`src/rtl/pscl_pkg.sv`:
```
package pscl_pkg;
   typedef enum logic {
      OWNER_TMR = 1'b0,
      OWNER_WDT = 1'b1
   } owner_e;

   // mask of n low ones, n up to 32
   function automatic logic [31:0] low_ones(input int unsigned n);
      logic [31:0] m;
      m = '0;
      for (int i = 0; i < 32; i++) begin
         if (i < int'(n)) m[i] = 1'b1;
      end
      return m;
   endfunction
endpackage

```
`src/rtl/pscl_counter.sv`:
```
module pscl_counter #(
   parameter int CNT_W = 8
) (
   input  logic             clk,
   input  logic             rst_n,
   input  logic             clr,
   input  logic             inc,
   output logic [CNT_W-1:0] cnt
);
   always_ff @(posedge clk or negedge rst_n) begin
      if (!rst_n) begin
         cnt <= '0;
      end else if (clr) begin
         cnt <= '0;
      end else if (inc) begin
         cnt <= cnt + 1'b1;
      end
   end
endmodule

```
`src/rtl/pscl_tap.sv`:
```
module pscl_tap #(
   parameter int CNT_W = 8,
   parameter int SEL_W = 3
) (
   input  logic [CNT_W-1:0] cnt,
   input  logic [SEL_W-1:0] ratio,
   output logic             tmr_wrap,
   output logic             wdt_wrap,
   output logic             tmr_phase,
   output logic             wdt_phase
);
   localparam int NUM_TAPS = 2 ** SEL_W;

   logic [NUM_TAPS-1:0] full_run;
   logic [NUM_TAPS-1:0] tap_bit;
   logic [SEL_W-1:0]    ratio_m1;
   logic                ratio_zero;

   // full_run[k]: low k+1 counter bits are all ones
   for (genvar k = 0; k < NUM_TAPS; k++) begin : g_tap
      assign full_run[k] = &cnt[k:0];
      assign tap_bit[k]  = cnt[k];
   end

   assign ratio_zero = (ratio == '0);
   assign ratio_m1   = ratio - {{(SEL_W-1){1'b0}}, 1'b1};

   always_comb begin
      tmr_wrap  = full_run[ratio];
      tmr_phase = tap_bit[ratio];
      if (ratio_zero) begin
         wdt_wrap  = 1'b1;
         wdt_phase = 1'b0;
      end else begin
         wdt_wrap  = full_run[ratio_m1];
         wdt_phase = tap_bit[ratio_m1];
      end
   end
endmodule

```
`src/rtl/pscl_route.sv`:
```
module pscl_route
   import pscl_pkg::*;
(
   input  owner_e owner,
   input  logic   tmr_src,
   input  logic   wdt_src,
   input  logic   tmr_wr_clr,
   input  logic   wdt_clr,
   input  logic   tmr_wrap,
   input  logic   wdt_wrap,
   input  logic   tmr_phase,
   input  logic   wdt_phase,
   output logic   cnt_inc,
   output logic   cnt_clr,
   output logic   tmr_tick,
   output logic   wdt_tick,
   output logic   phase
);
   always_comb begin
      cnt_inc  = 1'b0;
      cnt_clr  = 1'b0;
      tmr_tick = tmr_src;
      wdt_tick = wdt_src;
      phase    = 1'b0;
      unique case (owner)
         OWNER_TMR: begin
            cnt_clr  = tmr_wr_clr;
            cnt_inc  = tmr_src;
            tmr_tick = tmr_src & tmr_wrap & ~tmr_wr_clr;
            phase    = tmr_phase;
         end
         OWNER_WDT: begin
            cnt_clr  = wdt_clr;
            cnt_inc  = wdt_src;
            wdt_tick = wdt_src & wdt_wrap & ~wdt_clr;
            phase    = wdt_phase;
         end
         default: ;
      endcase
   end
endmodule

```
`src/rtl/pscl_share_top.sv`:
```
module pscl_share_top
   import pscl_pkg::*;
#(
   parameter int CNT_W = 8,
   parameter int SEL_W = 3
) (
   input  logic             clk,
   input  logic             rst_n,
   input  logic             own_wdt_i,
   input  logic [SEL_W-1:0] ratio_i,
   input  logic             tmr_src_i,
   input  logic             wdt_src_i,
   input  logic             tmr_wr_clr_i,
   input  logic             wdt_clr_i,
   output logic             tmr_tick_o,
   output logic             wdt_tick_o,
   output logic             phase_o
);
   localparam int NUM_TAPS = 2 ** SEL_W;

   if (SEL_W < 1) begin : g_bad_sel
      $error("pscl_share_top: SEL_W must be at least 1");
   end
   if (CNT_W < NUM_TAPS) begin : g_bad_width
      $error("pscl_share_top: CNT_W must cover every ratio tap");
   end

   owner_e           owner;
   logic [CNT_W-1:0] cnt;
   logic             cnt_inc, cnt_clr;
   logic             tmr_wrap, wdt_wrap, tmr_phase, wdt_phase;

   assign owner = own_wdt_i ? OWNER_WDT : OWNER_TMR;

   pscl_counter #(.CNT_W(CNT_W)) i_counter (
      .clk   (clk),
      .rst_n (rst_n),
      .clr   (cnt_clr),
      .inc   (cnt_inc),
      .cnt   (cnt)
   );

   pscl_tap #(.CNT_W(CNT_W), .SEL_W(SEL_W)) i_tap (
      .cnt       (cnt),
      .ratio     (ratio_i),
      .tmr_wrap  (tmr_wrap),
      .wdt_wrap  (wdt_wrap),
      .tmr_phase (tmr_phase),
      .wdt_phase (wdt_phase)
   );

   pscl_route i_route (
      .owner      (owner),
      .tmr_src    (tmr_src_i),
      .wdt_src    (wdt_src_i),
      .tmr_wr_clr (tmr_wr_clr_i),
      .wdt_clr    (wdt_clr_i),
      .tmr_wrap   (tmr_wrap),
      .wdt_wrap   (wdt_wrap),
      .tmr_phase  (tmr_phase),
      .wdt_phase  (wdt_phase),
      .cnt_inc    (cnt_inc),
      .cnt_clr    (cnt_clr),
      .tmr_tick   (tmr_tick_o),
      .wdt_tick   (wdt_tick_o),
      .phase      (phase_o)
   );
endmodule

```
`config.mk`:
```
export PLATFORM = sky130hd
export DESIGN_NAME = pscl_share_top
export DESIGN_NICKNAME = d
export VERILOG_FILES = /design/src/rtl/pscl_pkg.sv /design/src/rtl/pscl_counter.sv /design/src/rtl/pscl_tap.sv /design/src/rtl/pscl_route.sv /design/src/rtl/pscl_share_top.sv
export SDC_FILE = /design/constraint.sdc
export NUM_CORES = 1
export LEC_CHECK = 0
export ABC_AREA = 1
export BUFFER_PORTS_ARGS = -buffer_cell sky130_fd_sc_hd__buf_2
export CORE_MARGIN = 3
export CORE_UTILIZATION = 35
export CTS_CLUSTER_SIZE = 16
export DETAILED_ROUTE_END_ITERATION = 6
export HOLD_SLACK_MARGIN = 0.05
export PLACE_DENSITY = 0.65
export SYNTH_ARGS = -nofsm -noshare
export SYNTH_HDL_FRONTEND = slang
export SYNTH_HIERARCHICAL = 1
export SYNTH_SLANG_ARGS = --single-unit
```
`constraint.sdc`:
```
create_clock -name clk -period 2.9 [get_ports clk]
set_input_delay 0.435 -clock clk [delete_from_list [all_inputs] [get_ports clk]]
set_output_delay 0.435 -clock clk [all_outputs]
set_load 0.01 [all_outputs]
```
## After elaboration in Yosys (flattened, before gate mapping)

Cells that the tools add are included.

| storage, ports and cells | value |
|---|---|
| bits in registers | 8 |
| logic and storage cells | 39 |

| cells by class | value |
|---|---|
| add/subtract/negate cells | 2 |
| order comparisons | 2 |
| mux-type cells | 18 |
| bitwise operators | 7 |
| reduce and logical (&&, ||, !) cells | 9 |

Operator list:

| operator | number |
|---|---|
| 2-to-1 mux 8 bit | 2 |
| binary-select mux 1 bit (select 3 bit) | 4 |
| 2-to-1 mux 1 bit | 9 |
| adder 8 x 1 -> 8 bit, second input constant | 1 |
| < comparator 3 x 4 -> 1 bit, second input constant | 2 |
| AND reduction 8 bit | 1 |
| AND reduction 7 bit | 1 |
| case mux 1 bit (2 select lines) | 3 |
| AND reduction 6 bit | 1 |
| AND reduction 5 bit | 1 |
| AND 1 bit | 4 |
| AND reduction 4 bit | 1 |
| zero test 3 bit | 1 |
| inverter 1 bit | 3 |
| AND reduction 3 bit | 1 |
| subtractor 3 x 1 -> 3 bit, second input constant | 1 |
| AND reduction 2 bit | 1 |
| nonzero test 2 bit | 1 |

## Longest topological paths before layout

Gate-level depths: netlist of the first run.

| depth | value |
|---|---|
| word-level depth | 7 |
| mapped depth | 10 |

## Cells and area by module

The synthesis of the first run kept the hierarchy.

Modules (own cells, without submodules):

| module | times used | cells each | area each (um^2) |
|---|---|---|---|
| pscl_counter | 1 | 60 | 473.0 |
| pscl_tap | 1 | 76 | 362.8 |
| pscl_route | 1 | 16 | 67.6 |

## Least setup slack after synthesis of the first run

OpenSTA, ideal clock, no wires.

| path | value |
|---|---|
| path type | in2out |
| start point | in ratio_i[0] |
| end point | out wdt_tick_o |
| arrival | 1513 ps |
| data required time | 2465 ps |
| slack | 952 ps |
| cell stages on the path | 10 |
| buffers on the path | 1 |
| cells stage by stage | buf_6 inv_6 ha_1 nor2_2 nand3_1 nand2_1 nand2_1 nand3_1 nor2_1 nor2_1 |

| between the ends | value |
|---|---|
| word-level cells in the longest chain between the ends | 7 |
| elaborated cells on any way between the ends | 8 |
| classes of those cells | add/sub (1); mux (4); bitwise (2); reduce/logical (1) |

Ends and longest elaborated chain:

| what | line | text |
|---|---|---|
| start, declared | pscl_share_top.sv:10 | `input logic [SEL_W-1:0] ratio_i,` |
| subtractor 3 x 1 -> 3 bit | pscl_tap.sv:26 | `assign ratio_m1 = ratio - {{(SEL_W-1){1'b0}}, 1'b1};` |
| binary-select mux 1 bit (select 3 bit) | pscl_tap.sv:35 | `wdt_wrap = full_run[ratio_m1];` |
| 2-to-1 mux 1 bit (not written as such) | pscl_tap.sv:35 |  |
| 2-to-1 mux 1 bit * | pscl_tap.sv:31 | `if (ratio_zero) begin` |
| via wdt_wrap | pscl_share_top.sv:31 | `logic tmr_wrap, wdt_wrap, tmr_phase, wdt_phase;` |
| AND 1 bit * (2 in series) | pscl_route.sv:35 | `wdt_tick = wdt_src & wdt_wrap & ~wdt_clr;` |
| 2-to-1 mux 1 bit * | pscl_route.sv:25 | `unique case (owner)` |
| end, declared | pscl_share_top.sv:16 | `output logic wdt_tick_o,` |

The timed path passes the listed nets; every way through them passes the cells marked *. The select of a mux whose other input is x is not followed.

## Worst setup path after layout of the first run

Same ends and word-level chain as after synthesis.

==> summary.md, run 1 <==
| Metric | Value |
|---|---|
| Status | `completed` |
| Clock sinks | `8` |
| Placed Area | `roughly 970 sq um` |
| EDFF count, synth | `0` |
| 1st-pass router iterations | `4` |
| Max Fanout on Critical Path | `10` |
| Setup bufs post-CTS | `0` |
| Top-area cell type share of the netlist area | `~24%` |
| Crit Path Category | `input port to output port` |
| Yosys reg bits | `8` |
| Post-route minimum period | `about 2200 ps` |
| Max Fclk | `0.456 GHz` |
| Hold Crit Class | `input port to async pin` |
| Antenna violations before repair | `0` |
| First-pass GRT wire length | `roughly 3500 um` |
| Grt ovf | `0` |
| Netlist Area Pre-Place | `about 900 sq um` |
| Worst Max-Slew Pin Slew | `just over 400 ps` |
| Total GRT Usage | `approximately an eighth` |
| Syn avg cell area | `a little under 6 sq um` |
| Max-cap viol count | `0` |
| DR WL/cell | `10.5 um` |
| Pwr Density | `between 200 and 300 nW/um^2` |
| Area contributors post-synth | `nand2_1, dfrtp_1, nor2_1, nor2_2, nand3_1` |
| Post-route insts no fill | `approximately 190` |
| Delay-heaviest family, CP | `simple AND/OR/NAND/NOR gates` |
| Die height | `56.8 um` |
| Max-slew headroom | `72.8%` |
| Async SR Flop Fraction | `between 90% and 100%` |
| Via/cell ratio | `4.89` |
| Endpoint type of the worst setup path | `output port` |
| Synthesis Warnings | `6` |
| Setup TNS | `0 ps` |
| Layout cell share with drive strength beyond 1 | `a little over a fifth` |
| H-tree levels | `1` |
| Number of flip-flops in the largest register | `8` |
| Initial cell density of the core | `between 30 and 40%` |
| Critical path's largest stage delay | `around 370 ps` |
| Setup repair after global routing missed its margin | `false` |
| Max clock buf depth | `2` |
| CP Cell Sequence | `buf_2, inv_6, ha_1, nor2_1, nand2_1, nand2_1, nand2_1, nand3_1, nor2_1, nor2_1, buf_2` |
| Post-Route WL | `~2000 um` |
| Die Width | `between 50 and 60 um` |
| Top-count cell post-synth | `nand2_1` |
| Worst path depth | `11` |
| Final setup fails | `0` |
| Clock root buffer master | `clkbuf_4` |
| IO Pins | `13` |
| CP Data Required Time | `2470 ps` |
| Worst hold margin | `549 ps` |
| Slew Viols, Final | `0` |
| Pin count of the biggest net entering global routing | `13` |
| Syn nets | `between 150 and 200` |
| WP buf/inv | `3` |
| Core region area | `2320 sq um` |
| NumNets Final | `180` |
| CTS tree | `done` |
| Final HPWL DP | `about 1600 um` |
| Post-route clock period utilization | `about three quarters` |
| Die Footprint | `between 3000 and 4000 sq um` |
| Main synth FF type | `dfrtp_1` |
| Post-synth cell types | `21` |
| R2R cell count | `6` |
| Top reg by flops | `i_counter/cnt` |
| Final hold violation count | `0` |
| CP arrival | `about 1800 ps` |
| 1st-iter DRT viols | `40` |
| Row Count | `17` |
| DR DRC count | `0` |
| Leak pwr | `about 0.51 nW` |
| Vias in the first global route | `a little under 900` |
| Syn-to-layout area delta | `11.2%` |
| Via Count | `944` |
| Area leader, netlist | `nand2_1` |
| Placer Congestion | `0.855` |
| ANT nets after route | `0` |
| Mapped Cells | `152` |
| Clk slew on worst S/H paths | `~50 ps` |
| Peak supply drop | `0.324 mV` |
| Sequential element share of the synthesized area | `22.2%` |
| Worst skew pair latency | `approximately 240 ps` |
| Skew final | `5.15 ps` |
| Crit start category | `input port` |
| Cells after DPL | `about 190` |
| Number of port buffers | `12` |
| CP max stage cell | `ha_1` |
| Ant diodes | `0` |
| CTS buffer count | `3` |
| Largest regs | `i_counter/cnt (8)` |
| Total Power | `a little under 0.0003 W` |
| Most frequent cells after synthesis | `nand2_1, nor2_1, inv_1` |
| Fin area | `about 1000 sq um` |
cell usage in the layout, fill, tap and decap left out:
cell and count:
nand2_2 4, nand2_1 58, nor2_2 9, ha_1 3, inv_1 13, a21oi_1 3, buf_2 12, dlygate4sd3_1 1
nand3b_1 1, nand3_2 3, inv_2 2, nor2_4 2, inv_6 1, nand4_1 4, clkbuf_4 3, o21ai_1 6
o21ai_0 3, a21boi_1 1, nand3_1 10, nor2_1 17, xor2_1 1, dfrtp_1 8
worst reg2reg max path, cell delays in order (launching register included):
cell and delay (ps):
dfrtp_1 500, ha_1 290, inv_1 70, nor2_2 160
nand4_1 110, nand2_1 90, nor2_1 40
per-stage QoR:
stage	utilization [%]	setup WS [ps]
2_1_floorplan	-	952
4_1_cts	43.3	722
5_1_grt	43.3	530
3_5_place_dp	41.9	725
3_3_place_gp	41.9	763
6_report	43.3	707
routing by layer:
metal / GRT usage (%) / wire length [um]
met2: 23.3 / 1020
met4: 4.30 / 0
met1: 16.2 / 979
met3: 2.07 / 39
met5: 0 / 0
report_power, final:
part,switching (W),internal [W],total [W]
Sequential,0.0000120,0.000116,0.000128
Combinational,0.0000545,0.0000316,0.0000861
Clock,0.0000301,0.0000468,0.0000769
Total,0.0000966,0.000195,0.000291
kinds of logic (layout without fill, tap and decap cells):
family,Yosys count,in the layout,share of synthesized area (%)
and+or+nand+nor,108,108,55.1
buffers and inverters,19,32,10.1
AOI/OAI and AO/OA,13,13,7.48
DFF,8,8,22.2
adders and majority gates,3,3,4.16
xor gates and xnor gates,1,1,0.970
cell type report:
class | instances | area, sq um
multi-input combinational | 125 | 612
tap | 28 | 35.0
clock buffer | 3 | 22.5
timing repair buffer | 13 | 70.1
sequential | 8 | 200
inverter | 16 | 65.1
fill | 232 | 1310
path summary, 6_finish.rpt:
check / from / slack (ps) / end
worst min register to register: i_counter/cnt[6] / 620 / i_counter/cnt[6]
worst max register to register: i_counter/cnt[1] / 1540 / i_counter/cnt[6]
max in group asynchronous: rst_n / 2190 / i_counter/cnt[0]
worst min-delay path: rst_n / 550 / i_counter/cnt[2]
worst max-delay path: ratio_i[0] / 710 / wdt_tick_o
min in group clk: i_counter/cnt[6] / 620 / i_counter/cnt[6]
repair_timing:
action,in CTS,in global routing
hold buffers,1,0
endpoints found under the hold margin,8,0
gates resized for setup,0,0
No activity file was read; power rests on OpenSTA's default activity.
==> inputs of run 2 (changes only) <==
- ABC_AREA: 1 -> 0
- PLACE_DENSITY: 0.65 -> 0.66
- clock period: 2.9 -> 2.27 ns (I/O delays scaled with it)
==> run 2 against run 1 <==
  * The run now ends with setup timing left
  * Highest routed layer unchanged
  * Critical path type unchanged
  * Cell area rose by 1.1%
  * Critical endpoint is now phase_o
  * Largest cell class unchanged
  * Synthesized cell count fell by 49%
  * Clock power rose by 39%
  * Global-route usage rose by 1.8 points
  * Wire length fell by 9.2%
  * Total power rose by 32%
==> summary.md, run 2 <==
| Metric | Value |
|---|---|
| Placer Congestion | `0.845` |
| Worst Max-Slew Pin Slew | `roughly 240 ps` |
| DR WL/cell | `14.2 um` |
| Sequential element share of the synthesized area | `a little over a quarter` |
| Global routing's busiest layer | `met2` |
| Area of the multi-input gates | `approximately 550 sq um` |
| CP Cell Sequence | `buf_8, inv_4, ha_4, mux4_2, mux2_4, a21o_1, mux2_4, buf_6` |
| Clock root buffer master | `clkbuf_4` |
| Mapped Cells | `78` |
| CP most frequent cell | `mux2_4` |
| Routing usage on met3 | `1.71%` |
| Synthesis Warnings | `6` |
| Initial cell density of the core | `between 30% and 40%` |
| CTS buffer count | `3` |
| Fin worst setup slack | `-79.0 ps` |
| Int Power | `approximately 0.00027 W` |
| Syn-to-layout area delta | `34.0%` |
| CP Data Required Time | `1930 ps` |
| Ant diodes | `0` |
| Netlist Area Pre-Place | `approximately 760 sq um` |
| Number of port buffers | `12` |
| Most frequent cells after synthesis | `dfrtp_1, o21ai_0` |
| Area leader, netlist | `dfrtp_1` |
| Sw Ratio | `between 20% and 30%` |
| Top-area cell type share of the netlist area | `26.4%` |
| Final hold violation count | `0` |
| Clock sinks | `8` |
| Antenna violations before repair | `0` |
| Row Count | `16` |
| Met2 Track Usage GR | `between 20% and 30%` |
| CP max stage cell | `mux4_2` |
| 1st-iter DRT viols | `11` |
| First-pass GRT wire length | `about 3000 um` |
| GRT met1 Usage | `a little under a fifth` |
| NumNets Final | `118` |
| Max-cap viol count | `0` |
| Via/cell ratio | `roughly 5.5` |
| CTS tree | `done` |
| Syn avg cell area | `~9.7 sq um` |
| Endpoint type of the worst setup path | `output port` |
| Vias in the first global route | `705` |
| Main synth FF type | `dfrtp_1` |
| Layout cell share with drive strength beyond 1 | `between 40% and 50%` |
| ANT nets after route | `0` |
| Violated checks | `setup timing` |
| Max-slew headroom | `84.0%` |
| 1st-pass router iterations | `4` |
| Flop pwr share | `41.8%` |
| Final HPWL DP | `~1300 um` |
| Number of fill cells in the layout | `188` |
| IO Pins | `13` |
| Pwr Density | `around 380 nW/um^2` |
| Max Fclk | `roughly 0.43 GHz` |
| Yosys reg bits | `8` |
| Die Width | `about 53 um` |
| Psw | `between 0.0001 and 0.00015 W` |
| Async SR Flop Fraction | `100%` |
| Most common cell after layout, fill and taps aside | `buf_4` |
| Final Core Density | `about half` |
| Syn nets | `91` |
| Skew final | `1.93 ps` |
| EDFF count, synth | `0` |
| Slew Viols, Final | `0` |
| Via Count | `approximately 710` |
| CP arrival | `approximately 2000 ps` |
| Grt ovf | `0` |
| Post-Route WL | `~1800 um` |
| Post-synth cell types | `32` |
| Max clock buf depth | `2` |
| Die height | `about 53 um` |
| Peak supply drop | `just under 0.3 mV` |
| Post-route clock period utilization | `103%` |
| Number of flip-flops in the largest register | `8` |
| Post-route minimum period | `approximately 2300 ps` |
| Die Footprint | `2760 sq um` |
| Leak pwr | `about 0.42 nW` |
| Crit Path Category | `input port to output port` |
| Total GRT Usage | `14.9%` |
| WP buf/inv | `3` |
| DR DRC count | `0` |
| Core region area | `about 2000 sq um` |
| Critical path's largest stage delay | `500 ps` |
| H-tree levels | `1` |
| Crit start category | `input port` |
| Delay-heaviest family, CP | `multiplexers` |
| Worst skew pair latency | `between 200 and 300 ps` |
| Status | `finished with violations` |
| Max Fanout on Critical Path | `2` |
| Total Power | `roughly 0.00038 W` |
| Commonest cells after routing, fill and taps aside | `buf_4, buf_2, o21ai_0` |
| Final setup fails | `1` |
| Logic pwr share | `between 30% and 40%` |
| Clk slew on worst S/H paths | `~50 ps` |
| Top reg by flops | `i_counter/cnt` |
| Hold Crit Class | `input port to async pin` |
| Area contributors post-synth | `dfrtp_1, mux4_2, mux2_2, o21ai_0, ha_1` |
| Largest regs | `i_counter/cnt (8)` |
| Clock network fraction of design power | `around 28%` |
| Setup repair after global routing missed its margin | `true` |
| Reg area | `approximately 200 sq um` |
| Pin count of the biggest net entering global routing | `10` |
run 2: worst reg2reg max path, cell delays in order (launching register included):
cell	delay, ps
dfrtp_2	410
buf_4	160
ha_1	210
nand3_1	120
or3_1	360
a21oi_1	150
run 2: area by class of cell:
class | instances | area share [%]
inverters | 3 | 1.60
well taps | 27 | 3.33
repair buffers | 26 | 19.1
flip-flops and latches | 8 | 20.1
multi-input cells | 63 | 53.7
clock buffers | 3 | 2.22
run 2: cells by family (layout without fill, tap and decap cells):
logic type / count (synthesis) / in the layout / share of synthesized area, %
multiplexers: 11 / 11 / 22.4
XOR/XNOR: 5 / 5 / 5.78
buffers and inverters: 7 / 32 / 5.44
adder cells (fa/ha/maj): 3 / 3 / 4.95
flip-flops: 8 / 8 / 26.4
AND/OR/NAND/NOR: 22 / 22 / 14.4
AO/OA/AOI/OAI: 22 / 22 / 20.6
run 2: path summary, 6_finish.rpt:
| kind | startpoint | end | depth (start not counted) | slack [ps] |
|---|---|---|---|---|
| min | rst_n | i_counter/cnt[3] | 2 | 460 |
| max | ratio_i[0] | phase_o | 8 | -80 |
| max reg2reg | i_counter/cnt[0] | i_counter/cnt[6] | 5 | 780 |
| min reg2reg | i_counter/cnt[7] | i_counter/cnt[7] | 2 | 620 |
| min in group clk | wdt_clr_i | i_counter/cnt[0] | 3 | 560 |
| max in group asynchronous | rst_n | i_counter/cnt[6] | 2 | 1630 |
run 2: layer usage:
metal / share of wire [%] / wire [um]
met1: 44 / 819
met4: 0 / 0
met5: 0 / 0
met3: 1.8 / 34
met2: 54 / 994
run 2: metrics by stage:
stage	instance area [sq um]	setup TNS, ps	hold slack (ps)	setup slack (ps)	cells
global route	1020	-130	488	-130	130
global placement	916	-126	188	-126	123
finish	1020	-79.0	462	-79.0	130
floorplan	786	0	44.9	3.76	78
detailed placement	916	-154	192	-154	123
CTS	993	-109	452	-109	129
run 2: what timing repair did:
item / 4_1_cts / 5_1_grt
buffers inserted: 2 / 1
endpoints found under the setup margin: 1 / 3
hold endpoints to repair: 8 / 0
pin swaps: 2 / 3
hold buffers: 1 / 0
resized for setup: 9 / 7
run 2: power groups by stage:
stage                     Sequential, W  Clock [W]  Combinational, W
after global placement         0.000161          0          0.000102
after floorplan                0.000161          0         0.0000710
final                          0.000161   0.000107          0.000117
after detailed placement       0.000161          0          0.000105
after global routing           0.000162   0.000116          0.000129
after CTS                      0.000159   0.000112          0.000117
==> inputs of run 3 (changes only) <==
--- a/config.mk
+++ b/config.mk
@@ -7,13 +7,12 @@
 export LEC_CHECK = 0
 export ABC_AREA = 0
-export BUFFER_PORTS_ARGS = -buffer_cell sky130_fd_sc_hd__buf_2
 export CORE_MARGIN = 3
 export CORE_UTILIZATION = 35
 export CTS_CLUSTER_SIZE = 16
 export DETAILED_ROUTE_END_ITERATION = 6
+export DONT_BUFFER_PORTS = 1
 export HOLD_SLACK_MARGIN = 0.05
-export PLACE_DENSITY = 0.66
+export PLACE_DENSITY = 0.61
 export SYNTH_ARGS = -nofsm -noshare
 export SYNTH_HDL_FRONTEND = slang
-export SYNTH_HIERARCHICAL = 1
 export SYNTH_SLANG_ARGS = --single-unit
==> constraint.sdc (replaced) <==
create_clock -name clk -period 2.27 [get_ports clk]
set_input_delay 0.3405 -clock clk [delete_from_list [all_inputs] [get_ports clk]]
set_output_delay 0.3405 -clock clk [all_outputs]
set_load 0.05 [all_outputs]
==> run 3 against run 2 <==
  * The run now ends clean
  * Worst setup slack improved by 190 ps
  * Area after synthesis increased by 15%
  * First-iteration DRC count increased by 120%
  * Core utilization decreased by 8.9 points
  * Critical path depth decreased by 1
  * Critical endpoint is now wdt_tick_o
==> summary.md, run 3 <==
| Metric | Value |
|---|---|
| Status | `completed` |
| CP Data Required Time | `just under 2000 ps` |
| Peak supply drop | `0.265 mV` |
| EDFF count, synth | `0` |
| Initial cell density of the core | `about two fifths` |
| Antenna violations before repair | `0` |
| Grt ovf | `0` |
| Worst Max-Slew Pin Slew | `376 ps` |
| Endpoint type of the worst setup path | `output port` |
| Clk slew on worst S/H paths | `~50 ps` |
| Top-count cell post-synth | `nor2_1` |
| Skew final | `1.16 ps` |
| Main synth FF type | `dfrtp_1` |
| Setup repair after global routing missed its margin | `false` |
| H-tree levels | `1` |
| Cells after DPL | `120` |
| Final HPWL DP | `roughly 1400 um` |
| 1st-iter DRT viols | `24` |
| Netlist Area Pre-Place | `around 870 sq um` |
| Syn-to-layout area delta | `9.50%` |
| Die Width | `~56 um` |
| Setup crit start | `i_counter.cnt[0]` |
| Number of port buffers | `0` |
| Final hold violation count | `0` |
| Max Fclk | `around 0.46 GHz` |
| Total GRT Usage | `a little over an eighth` |
| Post-synth cell types | `38` |
| Mapped Cells | `96` |
| Yosys reg bits | `8` |
| ANT nets after route | `0` |
| IO Pins | `13` |
| Hold Startpoint | `tmr_wr_clr_i` |
| CP arrival | `approximately 1800 ps` |
| CTS tree | `done` |
| Area contributors post-synth | `dfrtp_1, mux4_2, ha_1, buf_6, nand4_1` |
| Core region area | `roughly 2300 sq um` |
| Most common cell after layout, fill and taps aside | `nor2_1` |
| Slew Viols, Final | `0` |
| Placer Congestion | `~0.87` |
| Synthesis Warnings | `0` |
| Reg2Reg Setup Slack | `850 ps` |
| Row Count | `17` |
| Number of fill cells in the layout | `around 220` |
| Top reg by flops | `i_counter.cnt` |
| Ant diodes | `0` |
| Syn avg cell area | `roughly 9 sq um` |
| Pwr Density | `between 400 and 500 nW/um^2` |
| Pin count of the biggest net entering global routing | `13` |
| NumNets Final | `113` |
| Layout cell share with drive strength beyond 1 | `26.8%` |
| DR DRC count | `0` |
| Post-Route WL | `between 2000 and 2500 um` |
| Post-route insts no fill | `around 130` |
| Max-cap viol count | `0` |
| Crit Path Category | `flop to output port` |
| Final setup fails | `0` |
| Placed Area | `between 800 and 900 sq um` |
| First-pass GRT wire length | `between 3000 and 4000 um` |
| Worst skew pair latency | `roughly 250 ps` |
| Clock root buffer master | `clkbuf_4` |
| Die Footprint | `just over 3000 sq um` |
| Max clock buf depth | `2` |
| Post-route minimum period | `around 2200 ps` |
| Number of flip-flops in the largest register | `8` |
| DR WL/cell | `between 15 and 20 um` |
| Area leader, netlist | `dfrtp_1` |
| Largest regs | `i_counter.cnt (8)` |
| Leak pwr | `0.355 nW` |
| Max-slew headroom | `between 70% and 80%` |
| Sequential element share of the synthesized area | `~23%` |
| Most frequent cells after synthesis | `nor2_1, dfrtp_1, nand2_1, nand4_1` |
| Crit start category | `flop` |
| Die height | `around 56 um` |
| 1st-pass router iterations | `4` |
| Max Fanout on Critical Path | `9` |
| Async SR Flop Fraction | `100%` |
| Commonest cells after routing, fill and taps aside | `nor2_1, nand2_1, nand4_1, dfrtp_1, buf_4` |
| Reg2reg start | `i_counter.cnt[2]` |
| Hold Crit Class | `input port to flop` |
| Vias in the first global route | `between 700 and 800` |
| Syn nets | `110` |
| Post-route clock period utilization | `95.3%` |
| Via/cell ratio | `roughly 6.3` |
| Top-area cell type share of the netlist area | `23.0%` |
| Fin area | `952 sq um` |
| Clock sinks | `8` |
| CTS buffer count | `3` |
| Via Count | `slightly below 800` |
## run 3: cell types whose count changed after synthesis, moves of 2 or more
cell       before  now
a2111oi_0       0    2
o21ai_0         8    5
buf_2           0    3
nor2_1          5    9
nand4_1         3    6
mux2_2          5    1
or3_1           3    1
nor3_1          1    3
nor2b_1         1    4
buf_6           1    4
buf_4           2    0
## run 3: routing by layer
metal  vias up  GRT usage, %  part of all wire [%]  wire [um]
li1        362             -                     -          -
met1       400          17.9                    45        952
met2        20          21.3                    51       1090
met3         2          1.86                   2.9         62
met4         0          4.07                  0.66         14
met5         -             0                     0          0
## run 3: final timing paths
check | to | cells past startpoint
min in group asynchronous | i_counter.cnt[2] | 1
worst min-delay path | i_counter.cnt[6] | 2
max in group asynchronous | i_counter.cnt[0] | 1
worst min register to register | i_counter.cnt[7] | 2
worst max-delay path | wdt_tick_o | 7
worst max register to register | i_counter.cnt[6] | 4
## run 3: per-stage QoR
stage          util (%)  setup TNS (ps)  setup WS [ps]  hold WS [ps]  total power (W)
6_report           41.8               0            107           411         0.000391
3_3_place_gp       38.2               0            107          45.1         0.000264
5_1_grt            41.8               0           5.04           416         0.000417
4_1_cts            39.7               0           21.4           412         0.000380
2_1_floorplan         -            -184           -184          44.9         0.000260
3_5_place_dp       38.2               0           29.0          45.1         0.000265
## run 3: repair_timing
action                     in CTS  in global routing
hold buffers                    1                  0
pin swaps                       0                  1
setup endpoints to repair       1                  2
hold endpoints to repair        8                  0
gates resized for setup         1                 11
buffers inserted                0                  1
## run 3: cell families (layout without fill, tap and decap cells)
| logic type | Yosys count | after routing | synth area share (%) |
|---|---|---|---|
| AO/OA/AOI/OAI | 22 | 22 | 17.6 |
| XOR/XNOR | 6 | 6 | 6.04 |
| adder cells (fa/ha/maj) | 4 | 4 | 5.76 |
| buffers and inverters | 12 | 13 | 9.21 |
| flip-flops | 8 | 8 | 23.0 |
| multiplexers | 9 | 9 | 17.3 |
| AND/OR/NAND/NOR | 35 | 35 | 21.2 |
## run 3: layout make-up
type	count	area [sq um]	share of cell area [%]
Timing Repair Buffer	6	47.5	4.99
Sequential cell	8	203	21.3
Clock buffer	3	22.5	2.37
Inverter	4	15.0	1.58
Multi-Input combinational cell	76	629	66.1
Tap cell	28	35.0	3.68
## run 3: critical path, cell delays in order, from the launching register on
cell	delay, ps
dfrtp_2	470
ha_1	260
and2_1	140
a31oi_1	190
o221ai_2	130
o21ai_1	160
a21oi_2	40
buf_4	180
## run 3: report_power, final
group | internal [W] | switching [W] | leakage, nW | total, W
clock network | 0.0000604 | 0.0000460 | 0.0138 | 0.000106
registers | 0.000149 | 0.0000149 | 0.107 | 0.000164
logic | 0.0000560 | 0.0000645 | 0.234 | 0.000120
